===== config.mk =====
export PLATFORM = sky130hd
export DESIGN_NAME = xtb_time_base
export DESIGN_NICKNAME = d
export VERILOG_FILES = /design/src/rtl/xtb_pkg.sv /design/src/rtl/xtb_counter.sv /design/src/rtl/xtb_cfg_reg.sv /design/src/rtl/xtb_tap.sv /design/src/rtl/xtb_time_base.sv
export SDC_FILE = /design/constraint.sdc
export NUM_CORES = 1
export LEC_CHECK = 0
export BUFFER_PORTS_ARGS = -buffer_cell sky130_fd_sc_hd__buf_2
export CAP_MARGIN = 10
export CELL_PAD_IN_SITES_DETAIL_PLACEMENT = 1
export CELL_PAD_IN_SITES_GLOBAL_PLACEMENT = 1
export CORE_MARGIN = 5
export CORE_UTILIZATION = 51
export CTS_BUF_LIST = sky130_fd_sc_hd__clkbuf_8 sky130_fd_sc_hd__clkbuf_16
export CTS_CLUSTER_SIZE = 28
export DETAILED_ROUTE_END_ITERATION = 6
export GPL_TIMING_DRIVEN = 1
export PLACE_DENSITY_LB_ADDON = 0.2
export SETUP_SLACK_MARGIN = 0.1
export SKIP_LAST_GASP = 1
export SYNTH_ARGS = -nofsm -noshare
export SYNTH_HDL_FRONTEND = slang
export SYNTH_SLANG_ARGS = --single-unit

===== constraint.sdc =====
create_clock -name clk -period 3.5 [get_ports clk]
set_input_delay 0.875 -clock clk [delete_from_list [all_inputs] [get_ports clk]]
set_output_delay 0.875 -clock clk [all_outputs]
set_load 0.01 [all_outputs]

===== src/rtl/xtb_pkg.sv =====
package xtb_pkg;

  localparam int CFG_W      = 32;
  localparam int LSB_W      = 5;
  localparam int NUM_CONS   = 3;

  // field positions decoded from the configuration word
  localparam int LOG_LSB_POS  = 0;
  localparam int LOG_SEL_POS  = 7;
  localparam int TAG_LSB_POS  = 8;
  localparam int XLAT_LSB_POS = 16;

  // consumer indices
  localparam int CONS_LOG  = 0;
  localparam int CONS_TAG  = 1;
  localparam int CONS_XLAT = 2;

  typedef struct packed {
    logic [LSB_W-1:0] xlat_lsb;
    logic [LSB_W-1:0] tag_lsb;
    logic             log_alt;
    logic [LSB_W-1:0] log_lsb;
  } xtb_cfg_t;

endpackage


===== src/rtl/xtb_counter.sv =====
module xtb_counter #(
  parameter int CNT_W = 64
) (
  input  logic             clk,
  input  logic             rst,
  output logic [CNT_W-1:0] cnt_o
);

  always_ff @(posedge clk) begin
    if (rst) cnt_o <= '0;
    else     cnt_o <= cnt_o + CNT_W'(1);
  end

  // checking aid: marks that a reset edge has been seen
  logic seen_rst;
  always_ff @(posedge clk) begin
    if (rst) seen_rst <= 1'b1;
  end


  cnt_clear_chk: assert property (@(posedge clk) disable iff (rst)
    (seen_rst && $past(rst)) |-> (cnt_o == '0));


  cnt_step_chk: assert property (@(posedge clk) disable iff (rst)
    (seen_rst && !$past(rst)) |-> (cnt_o == $past(cnt_o) + CNT_W'(1)));

endmodule


===== src/rtl/xtb_cfg_reg.sv =====
module xtb_cfg_reg
  import xtb_pkg::*;
(
  input  logic             clk,
  input  logic             rst,
  input  logic             wr_en,
  input  logic [CFG_W-1:0] wr_data,
  output xtb_cfg_t         cfg_o
);

  xtb_cfg_t cfg_d;

  always_comb begin
    cfg_d.log_lsb  = wr_data[LOG_LSB_POS  +: LSB_W];
    cfg_d.log_alt  = wr_data[LOG_SEL_POS];
    cfg_d.tag_lsb  = wr_data[TAG_LSB_POS  +: LSB_W];
    cfg_d.xlat_lsb = wr_data[XLAT_LSB_POS +: LSB_W];
  end

  // reserved bits are deliberately dropped
  logic unused_rsv;
  assign unused_rsv = ^{wr_data[CFG_W-1:XLAT_LSB_POS+LSB_W],
                        wr_data[TAG_LSB_POS+LSB_W +: (XLAT_LSB_POS-TAG_LSB_POS-LSB_W)],
                        wr_data[LOG_LSB_POS+LSB_W +: (LOG_SEL_POS-LOG_LSB_POS-LSB_W)]};

  always_ff @(posedge clk) begin
    if (rst)        cfg_o <= '0;
    else if (wr_en) cfg_o <= cfg_d;
  end


  cfg_hold_chk: assert property (@(posedge clk) disable iff (rst)
    !wr_en |=> $stable(cfg_o));


  cfg_clear_chk: assert property (@(posedge clk) disable iff (rst)
    $past(rst) |-> (cfg_o == '0));

endmodule


===== src/rtl/xtb_tap.sv =====
module xtb_tap #(
  parameter int CNT_W = 64,
  parameter int TS_W  = 32,
  parameter int LSB_W = 5
) (
  input  logic             clk,
  input  logic             rst,
  input  logic [CNT_W-1:0] cnt_i,
  input  logic [LSB_W-1:0] lsb_i,
  input  logic             use_alt_i,
  input  logic [TS_W-1:0]  alt_i,
  input  logic             smp_i,
  output logic [TS_W-1:0]  ts_o
);

  localparam int EXT_W = (CNT_W > TS_W) ? CNT_W : TS_W;

  logic [EXT_W-1:0] cnt_ext;
  logic [TS_W-1:0]  slice;
  logic [TS_W-1:0]  ts_d;

  // zero-extend so bits above the counter top read as zero
  assign cnt_ext = EXT_W'(cnt_i);
  assign slice   = TS_W'(cnt_ext >> lsb_i);
  assign ts_d    = use_alt_i ? alt_i : slice;

  always_ff @(posedge clk) begin
    if (rst)        ts_o <= '0;
    else if (smp_i) ts_o <= ts_d;
  end


  ts_hold_chk: assert property (@(posedge clk) disable iff (rst)
    !smp_i |=> $stable(ts_o));

endmodule


===== src/rtl/xtb_time_base.sv =====
module xtb_time_base
  import xtb_pkg::*;
#(
  parameter int CNT_W = 64,
  parameter int TS_W  = 32
) (
  input  logic             clk,
  input  logic             rst,
  input  logic             cfg_wr_en,
  input  logic [CFG_W-1:0] cfg_wr_data,
  input  logic [TS_W-1:0]  log_alt_ts,
  input  logic             log_smp,
  input  logic             tag_smp,
  input  logic             xlat_smp,
  output logic [TS_W-1:0]  log_ts,
  output logic [TS_W-1:0]  tag_ts,
  output logic [TS_W-1:0]  xlat_ts
);

  logic [CNT_W-1:0] cnt;
  xtb_cfg_t         cfg;

  logic [LSB_W-1:0] lsb_a [NUM_CONS];
  logic             smp_a [NUM_CONS];
  logic [TS_W-1:0]  ts_a  [NUM_CONS];

  xtb_counter #(.CNT_W(CNT_W)) u_cnt (
    .clk   (clk),
    .rst   (rst),
    .cnt_o (cnt)
  );

  xtb_cfg_reg u_cfg (
    .clk     (clk),
    .rst     (rst),
    .wr_en   (cfg_wr_en),
    .wr_data (cfg_wr_data),
    .cfg_o   (cfg)
  );

  assign lsb_a[CONS_LOG]  = cfg.log_lsb;
  assign lsb_a[CONS_TAG]  = cfg.tag_lsb;
  assign lsb_a[CONS_XLAT] = cfg.xlat_lsb;
  assign smp_a[CONS_LOG]  = log_smp;
  assign smp_a[CONS_TAG]  = tag_smp;
  assign smp_a[CONS_XLAT] = xlat_smp;

  for (genvar i = 0; i < NUM_CONS; i++) begin : g_tap
    logic use_alt;
    if (i == CONS_LOG) begin : g_alt
      assign use_alt = cfg.log_alt;
    end else begin : g_noalt
      assign use_alt = 1'b0;
    end

    xtb_tap #(.CNT_W(CNT_W), .TS_W(TS_W), .LSB_W(LSB_W)) u_tap (
      .clk       (clk),
      .rst       (rst),
      .cnt_i     (cnt),
      .lsb_i     (lsb_a[i]),
      .use_alt_i (use_alt),
      .alt_i     (log_alt_ts),
      .smp_i     (smp_a[i]),
      .ts_o      (ts_a[i])
    );
  end

  assign log_ts  = ts_a[CONS_LOG];
  assign tag_ts  = ts_a[CONS_TAG];
  assign xlat_ts = ts_a[CONS_XLAT];


  log_alt_pick_chk: assert property (@(posedge clk) disable iff (rst)
    (log_smp && cfg.log_alt) |=> (log_ts == $past(log_alt_ts)));


  tag_isolate_chk: assert property (@(posedge clk) disable iff (rst)
    (log_smp && !tag_smp) |=> $stable(tag_ts));

endmodule


# Word level (Yosys, flattened, before mapping)
# Index checks and enable logic that the tools add are counted.
totals:
  rom_bits: 0
  regBits: 176
  elab_cells: 13
  inputBits: 70
  mem_bits_rw: 0
  n_memories: 0
  latchBits: 0
  out_inout_bits: 96
classes:
  eq_ne: 0
  n_reduce_logical: 0
  shifts: 3
  multipliers: 0
  n_mux: 1
  div_mod_pow: 0
  n_addsub: 1
  bitwise_logic: 0
  n_lt_le_gt_ge: 0
ops:
  columns: ["cell", "count"]
  rows:
  - [">> shifter 64 x 5 -> 32 bit", 3]
  - ["adder 64 x 1 -> 64 bit, second input constant", 1]
  - ["2-to-1 mux 32 bit", 1]

# Longest topological paths before layout
# Gate-level depths: netlist (run 1).
depth:
  ltp_word: 2
  ltp_mapped: 9
  ltp_nobuf: 6

# Modules after synthesis
# From an unflattened synthesis (run 1), not the netlist that was laid out.
hier_totals:
  hier_cells: 1983
  hier_area_um2: 17252.8
modules_own_cells:
  columns: ["module", "instances", "cells_per_inst", "seq_area_each_um2", "area_per_inst_um2"]
  rows:
  - ["xtb_tap", 3, 529, 640.6, 4579.4]
  - ["xtb_counter", 1, 343, 1281.2, 2930.3]
  - ["xtb_cfg_reg", 1, 52, 320.3, 580.6]
  - ["xtb_time_base", 1, 1, 0.0, 3.8]

# Worst setup path after synthesis (run 1)
# No wires, ideal clock.
synth_path:
  path_type: "input to register"
  start: "input log_smp"
  end: "register g_tap[0].u_tap.ts_o[1]"
  path_buffers: 2
  setup_slack_ns: 1.178
  setup_ns: 0.074
  cell_stages: 7
  required_time_ns: 3.426
  t_arrival_ns: 2.247
  path_cell_list: "clkbuf_1 > nand2b_1 > or2_2 > clkbuf_1 > nor2_1 > o21ai_0 > o21ai_0"
synth_lines:
  columns: ["item", "line", "rtl"]
  rows:
  - ["from (decl)", "xtb_time_base.sv:12", "input logic log_smp,"]
  - ["to (signal assigned)", "xtb_tap.sv:29", "else if (smp_i) ts_o <= ts_d;"]
  - ["to (decl)", "xtb_tap.sv:13", "output logic [TS_W-1:0] ts_o"]

# Final worst setup path (run 1)
layout_path:
  start: "register u_cfg.cfg_o[1] (netlist name)"
  end: "register g_tap[0].u_tap.ts_o[8]"
layout_between:
  elab_chain_cells: 2
layout_lines:
  columns: ["item", "line", "rtl"]
  rows:
  - ["from (decl)", "xtb_cfg_reg.sv:8", "output xtb_cfg_t cfg_o"]
  - ["from (signal assigned)", "xtb_cfg_reg.sv:28", "else if (wr_en) cfg_o <= cfg_d;"]
  - [">> shifter 64 x 5 -> 32 bit", "xtb_tap.sv:24", "assign slice = TS_W'(cnt_ext >> lsb_i);"]
  - ["2-to-1 mux 32 bit", "xtb_tap.sv:25", "assign ts_d = use_alt_i ? alt_i : slice;"]
# Every way passes these cells.
# A chain may end at the register's enable or synchronous reset.

==> results of run 1 <==
==> metrics by stage <==
stage | total power (uW) | area (sq um) | cells | setup slack [ns] | hold WS (ns)
after floorplan | 2679 | 15280 | 1523 | 1.178 | 0.4639
after global placement | 2858 | 16140 | 1914 | 0.7289 | 0.4335
after detailed placement | 2885 | 16140 | 1914 | 0.6048 | 0.4444
after CTS | 4964 | 16760 | 1946 | 0.5940 | 0.4624
after global routing | 5100 | 16760 | 1946 | 0.3689 | 0.4751
final | 4941 | 16760 | 1946 | 0.5610 | 0.4592
==> final cells by class <==
type	count	area (sq um)
Clock buffer	18	439.2
Clock inverter	14	182.7
Fill cell	3288	12870
Inverter	10	37.54
Multi-Input combinational cell	1139	10930
Sequential cell	175	3521
Tap cell	390	488.0
Timing Repair Buffer	200	1169
==> registers in the layout, indices dropped and copies added, names as in the netlist <==
signal / cells
g_tap.u_tap.ts_o: 96
u_cfg.cfg_o: 16
u_cnt.cnt_o: 63
==> power by group through the flow <==
| stage | registers (uW) | clock network [uW] | logic [uW] |
|---|---|---|---|
| final | 2170 | 2100 | 680 |
| after global routing | 2180 | 2200 | 727 |
| after CTS | 2160 | 2120 | 678 |
| after detailed placement | 2210 | 0 | 674 |
| after global placement | 2200 | 0 | 655 |
| after floorplan | 2150 | 0 | 530 |
==> cell families (layout without fill, tap and decap cells) <==
logic type	after synthesis	count (layout)	share of synthesized area, %
DFF	175	175	22.93
xor gates and xnor gates	31	31	1.777
adders and majority gates	1	1	0.08189
buffers and inverters	209	242	5.578
and+or+nand+nor	417	417	13.24
muxes	427	427	43.89
AOI/OAI and AO/OA	263	263	12.50
==> how the worst max path moves through the flow <==
stage | startpoint | endpoint | depth (start not counted)
global route | u_cfg.cfg_o[1]$_SDFFE_PP0P_ | g_tap[0].u_tap.ts_o[8]$_SDFFE_PP0P_ | 6
floorplan | log_smp | g_tap[0].u_tap.ts_o[1]$_SDFFE_PP0P_ | 7
finish | u_cfg.cfg_o[1]$_SDFFE_PP0P_ | g_tap[0].u_tap.ts_o[8]$_SDFFE_PP0P_ | 6
CTS | u_cfg.cfg_o[1]$_SDFFE_PP0P_ | g_tap[0].u_tap.ts_o[8]$_SDFFE_PP0P_ | 6
global placement | u_cfg.cfg_o[1]$_SDFFE_PP0P_ | g_tap[0].u_tap.ts_o[8]$_SDFFE_PP0P_ | 6
detailed placement | u_cfg.cfg_o[1]$_SDFFE_PP0P_ | g_tap[0].u_tap.ts_o[8]$_SDFFE_PP0P_ | 6
==> cell usage in the layout, fill, tap and decap left out, types with 16 or more instances in the layout <==
cell	n
nand2_1	131
xor2_1	25
nand2b_1	21
nand4_1	18
buf_4	49
nand3_1	34
o221ai_1	16
o21ai_0	42
mux4_2	170
a21oi_1	32
a221oi_1	27
dfxtp_1	167
nor2b_1	19
buf_2	148
mux2i_1	146
o21bai_1	24
mux2_2	100
o211ai_1	29
clkbuf_16	17
nor2_1	113
==> worst register-to-register path, stage by stage (launching register included) <==
cell      delay, ns
dfxtp_4        0.75
buf_12         0.32
mux4_2         0.54
mux2i_1        0.24
mux2i_1        0.16
a221oi_1       0.64
o21ai_0        0.15
==> per-layer routing <==
layer	vias up	share of wire (%)	global-route usage, %
met1	7072	39	40.67
met5	-	0	0
met3	109	7.9	5.891
li1	5926	-	-
met4	0	3.0	10.64
met2	646	50	53.48
==> flow_summary.json, run 1 <==
{
  "power.share.switching_pct": 28.74,
  "end_kind": "register",
  "skew_ns": 0.01030,
  "drive_gt1_share_pct": 34.13,
  "die_h_um": 183.1,
  "whs_path_depth": 1,
  "ff2ff_setup_slack_ns": 0.56,
  "min_from": "g_tap[2].u_tap.ts_o[2]$_SDFFE_PP0P_",
  "synthTopCellsByCount": "175 x dfxtp_1, 170 x mux4_2, 146 x mux2i_1, 131 x nand2_1, 127 x clkbuf_1",
  "wl_mm": 53.63,
  "post_cts_buffers": 0,
  "rows": 63,
  "antennaDiodeCount": 0,
  "io_pins": 166,
  "max_freq_ghz": 0.3402,
  "fp.coreArea_sq_um": 29640,
  "status": "finished, violations left",
  "grt_max_degree": 45,
  "rr_worst_depth": 6,
  "vias": 13753,
  "power_leakage_uw": 0.006370,
  "antenna_found_initial": 0,
  "cts_root_buf": "clkbuf_16",
  "cts_tree": "built",
  "violations": "design-rule violations",
  "syn_area_sq_um": 15280,
  "maxSlewViolCount": 0,
  "postSynthNetCount": 1594,
  "synthDistinctLibCells": 60,
  "final.setup.tns_ns": 0,
  "ys_warn_count": 0,
  "path_delay_family": "multiplexers",
  "p_int_uw": 3521,
  "syn-mean-instance-area_sq_um": 10.03,
  "ys_seq_elements": 175,
  "grt_first_pass_wirelength_mm": 83.17,
  "synth_top_cell_by_area": "mux4_2",
  "wl_per_cell_um": 27.56,
  "grt_pass1_vias": 13905,
  "synth_cells": 1523,
  "rr_endpoint": "g_tap[0].u_tap.ts_o[8]$_SDFFE_PP0P_",
  "io_buffers": 149,
  "synth_top_area_share_pct": 25.06,
  "worst_pin_slew_ns": 0.9984,
  "synth_edf_count": 0,
  "grt-ovfl-total": 0,
  "crit_buf_inv": 1,
  "regToRegStartpoint": "u_cfg.cfg_o[1]$_SDFFE_PP0P_",
  "gp_congestion": 0.9542,
  "drv_cap": 0,
  "cts-hold-fix-buffers": 0,
  "hold_end": "g_tap[2].u_tap.ts_o[2]$_SDFFE_PP0P_",
  "track_usage_pct": 31.49,
  "clk_latency_ns": 0.47,
  "drtPass1Iterations": 7,
  "fin_nets": 1614,
  "cp-start-kind": "register",
  "clockBufferDepth": 2,
  "slowest_delay_ns": 0.75,
  "vias_per_cell": 7.067,
  "synth_seq_area_share_pct": 22.93,
  "path_max_fanout": 37,
  "clock_sinks": 175,
  "worst_path_most_repeated_cell": "mux2i_1",
  "hold_class": "register to register",
  "worst_path_max_delay_cell": "dfxtp_4",
  "yosys-top-cells-area": "mux4_2 25%, dfxtp_1 23%, mux2i_1 9.6%",
  "peakVddDrop_v": 0.0003030,
  "dieArea_sq_um": 33510,
  "switching_power_uw": 1420,
  "async_flop_share_pct": 0,
  "cp.arrival_ns": 3.27,
  "synth.most_common_cell": "dfxtp_1",
  "final_util_pct": 56.56,
  "postCtsResizedCells": 0,
  "fin_crit_ns": 2.939,
  "timing_worst_setup_path_type": "register to register",
  "relSlewSlack_pct": 33.44,
  "drt_iter0_drc": 1684,
  "cts-buffers-inserted": 17,
  "start_util_pct": 51.54,
  "dp_hpwl_mm": 38.21,
  "rsz0062_at_grt": "no",
  "ctsHtreeMaxLevel": 4,
  "finalHoldViolCount": 0,
  "path_cells": "buf_12 > mux4_2 > mux2i_1 > mux2i_1 > a221oi_1 > o21ai_0",
  "crit_required_ns": 3.83,
  "fin_crit_sh_pct": 83.97,
  "clk_transition_reported_paths_ns": 0.07,
  "setup_viol": 0,
  "power-per-cell-area_nw_per_um2": 294.7,
  "drc": 1,
  "clockPowerShare_pct": 42.4,
  "comb_power_share_pct": 13.8,
  "ant_nets": 0,
  "area_growth_pct": 9.739,
  "synth-main-ff-cell": "dfxtp_1",
  "die_w_um": 183.1,
  "p_seq_share_pct": 43.8
}
Power figures use the tool's default switching activity.
==> run 2: changes to the inputs <==
--- a/config.mk
+++ b/config.mk
@@ -10,7 +10,7 @@
 export CELL_PAD_IN_SITES_DETAIL_PLACEMENT = 1
 export CELL_PAD_IN_SITES_GLOBAL_PLACEMENT = 1
 export CORE_MARGIN = 5
-export CORE_UTILIZATION = 51
+export CORE_UTILIZATION = 48
 export CTS_BUF_LIST = sky130_fd_sc_hd__clkbuf_8 sky130_fd_sc_hd__clkbuf_16
 export CTS_CLUSTER_SIZE = 28
 export DETAILED_ROUTE_END_ITERATION = 6
==> constraint.sdc (replaced) <==
create_clock -name clk -period 2.8 [get_ports clk]
set_input_delay 0.7 -clock clk [delete_from_list [all_inputs] [get_ports clk]]
set_output_delay 0.7 -clock clk [all_outputs]
set_load 0.01 [all_outputs]
==> flow_summary.json, run 2 (same netlist as run 1, synthesis figures left out) <==
{
  "ant_nets": 0,
  "rsz0062_at_grt": "no",
  "final.setup.tns_ns": 0,
  "finalHoldViolCount": 0,
  "dieArea_sq_um": 35490,
  "fin_crit_sh_pct": 90.76,
  "whs_path_depth": 1,
  "clockBufferDepth": 2,
  "fin_nets": 1677,
  "ctsHtreeMaxLevel": 4,
  "mostFrequentLayoutCell": "mux4_2",
  "drtPass1Iterations": 5,
  "clock_sinks": 175,
  "antenna_found_initial": 0,
  "crit_required_ns": 3.15,
  "top_register": "g_tap.u_tap.ts_o",
  "end_kind": "register",
  "min_from": "g_tap[2].u_tap.ts_o[5]$_SDFFE_PP0P_",
  "hold_class": "register to register",
  "cts_root_buf": "clkbuf_16",
  "worst_pin_slew_ns": 0.8582,
  "hold_end": "g_tap[2].u_tap.ts_o[5]$_SDFFE_PP0P_",
  "drv_cap": 0,
  "wl_mm": 52.61,
  "largest_reg_flops": 96,
  "rr_worst_depth": 6,
  "n_fill_cell": 3481,
  "cp-start-kind": "register",
  "cts-buffers-inserted": 17,
  "grt_max_degree": 59,
  "cts_tree": "built",
  "vias_per_cell": 6.784,
  "skew_ns": 0.01425,
  "grt-ovfl-total": 0,
  "status": "finished, final reports clean",
  "io_pins": 166,
  "setup_viol": 0,
  "die_h_um": 188.4,
  "relSlewSlack_pct": 42.79,
  "regToRegStartpoint": "u_cfg.cfg_o[1]$_SDFFE_PP0P_",
  "gp_congestion": 0.9461,
  "rr_endpoint": "g_tap[0].u_tap.ts_o[19]$_SDFFE_PP0P_",
  "dp_hpwl_mm": 38.97,
  "vias": 13710,
  "rows": 65,
  "cts-hold-fix-buffers": 0,
  "top_regs": "g_tap.u_tap.ts_o: 96 flops, u_cnt.cnt_o: 63 flops, u_cfg.cfg_o: 16 flops",
  "wl_per_cell_um": 26.03,
  "clk_latency_ns": 0.47,
  "io_buffers": 149,
  "final_util_pct": 54.94,
  "fin_crit_ns": 2.541,
  "max_freq_ghz": 0.3935,
  "path_max_fanout": 23,
  "power-per-cell-area_nw_per_um2": 354.4,
  "timing_worst_setup_path_type": "register to register",
  "grt_pass1_vias": 13911,
  "clk_transition_reported_paths_ns": 0.07,
  "drt_iter0_drc": 1442,
  "power_leakage_uw": 0.006719,
  "cp.arrival_ns": 2.89,
  "fp.coreArea_sq_um": 31470,
  "antennaDiodeCount": 0,
  "start_util_pct": 48.54,
  "drc": 0,
  "maxSlewViolCount": 0,
  "ff2ff_setup_slack_ns": 0.26,
  "drive_gt1_share_pct": 36.69,
  "peakVddDrop_v": 0.0004574,
  "grt_first_pass_wirelength_mm": 82.66,
  "layout_common_cells": "170 x mux4_2, 167 x dfxtp_1, 148 x buf_2",
  "track_usage_pct": 29.23,
  "die_w_um": 188.4,
  "area_growth_pct": 13.19
}
## run 2: routing by layer
layer | GRT usage (%) | up-vias | wire, um | share of wire (%)
met4 | 7.651 | 0 | 1225 | 2.3
met5 | 0 | - | 0 | 0
li1 | - | 6028 | - | -
met2 | 49.14 | 527 | 26090 | 50
met3 | 5.354 | 76 | 3587 | 6.8
met1 | 39.23 | 7079 | 21710 | 41
## run 2: layout make-up
class | instances | area, sq um | area share (%)
clock buffer | 20 | 478.0 | 2.764
clock inverter | 12 | 130.1 | 0.7526
inverter | 10 | 37.54 | 0.2171
multi-input combinational | 1139 | 10930 | 63.21
sequential | 175 | 3521 | 20.36
tap | 402 | 503.0 | 2.909
timing repair buffer | 263 | 1692 | 9.784
## run 2: critical path, cell delays in order, from the launching register on
cell     delay [ns]
dfxtp_4        0.49
buf_12         0.24
mux4_1         0.59
mux2_2         0.30
mux2i_1        0.33
o22ai_1        0.18
a221o_1        0.28
## run 2: through the flow
step	hold slack (ns)	setup WS (ns)	total power, uW	std cells	cell area [sq um]
floorplan	0.4639	0.4791	3349	1523	15280
CTS	0.4530	0.2887	6150	2021	17290
detailed placement	0.4476	0.2681	3638	1989	16680
global route	0.4562	0.1496	6328	2021	17290
global placement	0.4375	0.3748	3608	1989	16680
finish	0.4582	0.2589	6128	2021	17290
## run 2: worst max path at each step
stage	slack, ns	cells after the start	startpoint	to
after floorplan	0.48	8	u_cfg.cfg_o[1]$_SDFFE_PP0P_	g_tap[0].u_tap.ts_o[26]$_SDFFE_PP0P_
after global placement	0.37	7	u_cfg.cfg_o[1]$_SDFFE_PP0P_	g_tap[0].u_tap.ts_o[22]$_SDFFE_PP0P_
after detailed placement	0.27	6	log_smp	g_tap[0].u_tap.ts_o[1]$_SDFFE_PP0P_
after CTS	0.29	7	u_cfg.cfg_o[1]$_SDFFE_PP0P_	g_tap[0].u_tap.ts_o[10]$_SDFFE_PP0P_
after global routing	0.15	7	u_cfg.cfg_o[1]$_SDFFE_PP0P_	g_tap[0].u_tap.ts_o[10]$_SDFFE_PP0P_
final	0.26	6	u_cfg.cfg_o[1]$_SDFFE_PP0P_	g_tap[0].u_tap.ts_o[19]$_SDFFE_PP0P_
## run 2: what timing repair did
action | 4_1_cts | 5_1_grt
setup endpoints to repair | 0 | 1
buffers inserted | 0 | 0
resized for setup | 0 | 1
## run 2: report_power, final
part,switching [uW],internal [uW]
combinational,521,420
sequential,85.6,2560
clock,1120,1420
==> run 3: changes to the inputs <==
--- a/config.mk
+++ b/config.mk
@@ -5,12 +5,14 @@
 export SDC_FILE = /design/constraint.sdc
 export NUM_CORES = 1
 export LEC_CHECK = 0
+export ABC_AREA = 1
 export BUFFER_PORTS_ARGS = -buffer_cell sky130_fd_sc_hd__buf_2
 export CAP_MARGIN = 10
 export CELL_PAD_IN_SITES_DETAIL_PLACEMENT = 1
 export CELL_PAD_IN_SITES_GLOBAL_PLACEMENT = 1
+export CORE_ASPECT_RATIO = 1.5
 export CORE_MARGIN = 5
-export CORE_UTILIZATION = 48
+export CORE_UTILIZATION = 41
 export CTS_BUF_LIST = sky130_fd_sc_hd__clkbuf_8 sky130_fd_sc_hd__clkbuf_16
 export CTS_CLUSTER_SIZE = 28
 export DETAILED_ROUTE_END_ITERATION = 6
==> flow_summary.json, run 3 <==
{
  "synth_compound_area_share_pct": 10.81,
  "dieArea_sq_um": 44460,
  "wl_per_cell_um": 23.12,
  "synth-main-ff-cell": "dfxtp_1",
  "cts-hold-fix-buffers": 0,
  "min_from": "g_tap[2].u_tap.ts_o[5]$_SDFFE_PP0P_",
  "drc": 0,
  "rows": 90,
  "layout_common_cells": "1,035 x nand3_1, 767 x nand2_1, 224 x nor2_1",
  "synth_edf_count": 0,
  "muxShareOfSynthArea_pct": 0,
  "rsz0062_at_grt": "no",
  "async_flop_share_pct": 0,
  "gp_congestion": 1.033,
  "synth_seq_area_share_pct": 21.22,
  "grt_pass1_vias": 22155,
  "hold_class": "register to register",
  "max_freq_ghz": 0.4321,
  "io_pins": 166,
  "synth_top_cell_by_area": "nand3_1",
  "drive_gt1_share_pct": 10.56,
  "fp.coreArea_sq_um": 40090,
  "drv_cap": 0,
  "clk_latency_ns": 0.48,
  "peakVddDrop_v": 0.0003044,
  "timing_worst_setup_path_type": "register to register",
  "clock_sinks": 175,
  "hold_end": "g_tap[2].u_tap.ts_o[5]$_SDFFE_PP0P_",
  "status": "finished, final reports clean",
  "worst_path_most_repeated_cell": "nand2_1",
  "postCtsResizedCells": 0,
  "path_cells": "nand2_1 > nor2_1 > nand2_1 > nor2_1 > nand2_1 > o21ai_0 > a21oi_1",
  "rr_endpoint": "u_cnt.cnt_o[60]$_SDFF_PP0_",
  "rr_worst_depth": 7,
  "fin_crit_ns": 2.315,
  "synth-adder-area-share_pct": 0.07579,
  "whs_path_depth": 2,
  "ff2ff_setup_slack_ns": 0.49,
  "path_max_fanout": 8,
  "mostFrequentLayoutCell": "nand3_1",
  "power-per-cell-area_nw_per_um2": 418.7,
  "vias_per_cell": 6.281,
  "cts-buffers-inserted": 17,
  "dp_hpwl_mm": 60.02,
  "grt_first_pass_wirelength_mm": 124.6,
  "ctsHtreeMaxLevel": 4,
  "grt-ovfl-total": 0,
  "io_buffers": 149,
  "largest_reg_flops": 96,
  "clockBufferDepth": 2,
  "cts_root_buf": "clkbuf_16",
  "skew_ns": 0.01819,
  "cp-startpoint": "u_cnt.cnt_o[8]$_SDFF_PP0_",
  "worst_path_max_delay_cell": "dfxtp_1",
  "relSlewSlack_pct": 40.11,
  "maxSlewViolCount": 0,
  "drt_iter0_drc": 2011,
  "vias": 22153,
  "postSynthNetCount": 3078,
  "synthSimpleGateAreaFrac_pct": 57.82,
  "end_kind": "register",
  "slowest_delay_ns": 0.61,
  "top_register": "g_tap.u_tap.ts_o",
  "clk_transition_reported_paths_ns": 0.08,
  "crit_required_ns": 3.13,
  "start_util_pct": 41.18,
  "setup_viol": 0,
  "ys_seq_elements": 175,
  "place_ws_ns": 0.5867,
  "synthTopCellsByCount": "1,035 x nand3_1, 767 x nand2_1, 224 x nor2_1, 175 x dfxtp_1, 145 x a21oi_1",
  "post_cts_buffers": 0,
  "top_regs": "g_tap.u_tap.ts_o: 96 flops, u_cnt.cnt_o: 63 flops, u_cfg.cfg_o: 16 flops",
  "timing.final.ws_setup_ns": 0.4855,
  "drtPass1Iterations": 5,
  "cp-start-kind": "register",
  "synth_top_area_share_pct": 31.38,
  "grt_max_degree": 140,
  "final.setup.tns_ns": 0,
  "area_growth_pct": 10.41,
  "syn_area_sq_um": 16510,
  "track_usage_pct": 35.20,
  "synth.most_common_cell": "nand3_1",
  "syn-mean-instance-area_sq_um": 5.490,
  "power_leakage_uw": 0.007760,
  "antenna_found_initial": 0,
  "worst_pin_slew_ns": 0.8973,
  "ant_nets": 0,
  "wl_mm": 81.56,
  "cts_tree": "built",
  "finalHoldViolCount": 0,
  "synth_top_family_by_area": "simple AND/OR/NAND/NOR gates",
  "fin_crit_sh_pct": 82.66,
  "fin_nets": 3078,
  "ys_warn_count": 0,
  "yosys-top-cells-area": "nand3_1 31%, dfxtp_1 21%, nand2_1 17%",
  "die_h_um": 255.8,
  "cp.arrival_ns": 2.65,
  "synthDistinctLibCells": 36,
  "synth-xor-area-share_pct": 0.3183,
  "synth_cells": 3007,
  "regToRegStartpoint": "u_cnt.cnt_o[8]$_SDFF_PP0_",
  "die_w_um": 173.8
}
[run 3: cell count changes after synthesis, sizes merged, moves of 27 or more]
cell | previous run | this run
nand3 | 34 | 1036
nand2 | 131 | 772
mux4 | 181 | 0
mux2i | 146 | 0
nor2 | 113 | 234
inv | 9 | 128
a21oi | 32 | 145
mux2 | 100 | 0
buf | 72 | 133
o21ai | 42 | 90
o211ai | 29 | 74
a221oi | 27 | 0
[run 3: logic make-up (layout without fill, tap and decap cells)]
logic type	after synthesis	count (layout)
buffers and inverters	392	405
other	0	1
AOI/OAI and AO/OA	316	316
xor gates and xnor gates	6	6
and+or+nand+nor	2117	2117
adders and majority gates	1	1
DFF	175	175
[run 3: final cells by class]
type	instances	area, sq um
clock inverters	15	188.9
clock buffers	17	425.4
repair buffers	243	1579
flip-flops and latches	175	3515
diodes	1	2.502
inverters	130	488.0
multi-input cells	2440	11390
fillers	5784	21860
well taps	506	633.1
[run 3: metal layers]
metal | share of wire, % | global-route usage [%] | vias up
met1 | 36 | 38.22 | 10595
met5 | 0 | 0 | -
met3 | 6.7 | 6.752 | 374
met4 | 10 | 30.02 | 0
met2 | 47 | 58.56 | 964
li1 | - | - | 10220
[run 3: power breakdown]
part           leakage [uW]  switching, uW  internal [uW]
Clock              0.000299           1310           1300
Sequential          0.00144           75.2           2630
Combinational       0.00603           1610            725
[run 3: worst max path at each step]
stage / to / slack [ns]
after CTS: u_cnt.cnt_o[60]$_SDFF_PP0_ / 0.59
after floorplan: g_tap[1].u_tap.ts_o[28]$_SDFFE_PP0P_ / 1.05
after global placement: u_cnt.cnt_o[60]$_SDFF_PP0_ / 0.66
after global routing: u_cnt.cnt_o[60]$_SDFF_PP0_ / 0.41
final: u_cnt.cnt_o[60]$_SDFF_PP0_ / 0.49
after detailed placement: u_cnt.cnt_o[60]$_SDFF_PP0_ / 0.59
[run 3: through the flow]
stage	util (%)	power, uW	cell area, sq um	cells	hold WS (ns)
5_1_grt	45.46	8017	18220	3526	0.4858
4_1_cts	45.46	7646	18220	3526	0.4694
6_report	45.47	7632	18230	3527	0.4646
2_1_floorplan	-	4325	16510	3007	0.4625
3_3_place_gp	43.93	4978	17610	3494	0.4491
3_5_place_dp	43.93	5040	17610	3494	0.4565
[run 3: worst max-delay path, delay by kind of cell (launching register included)]
family / cells / cell delay, ns
simple gates: 5 / 1.22
flops: 1 / 0.61
compound gates: 2 / 0.35
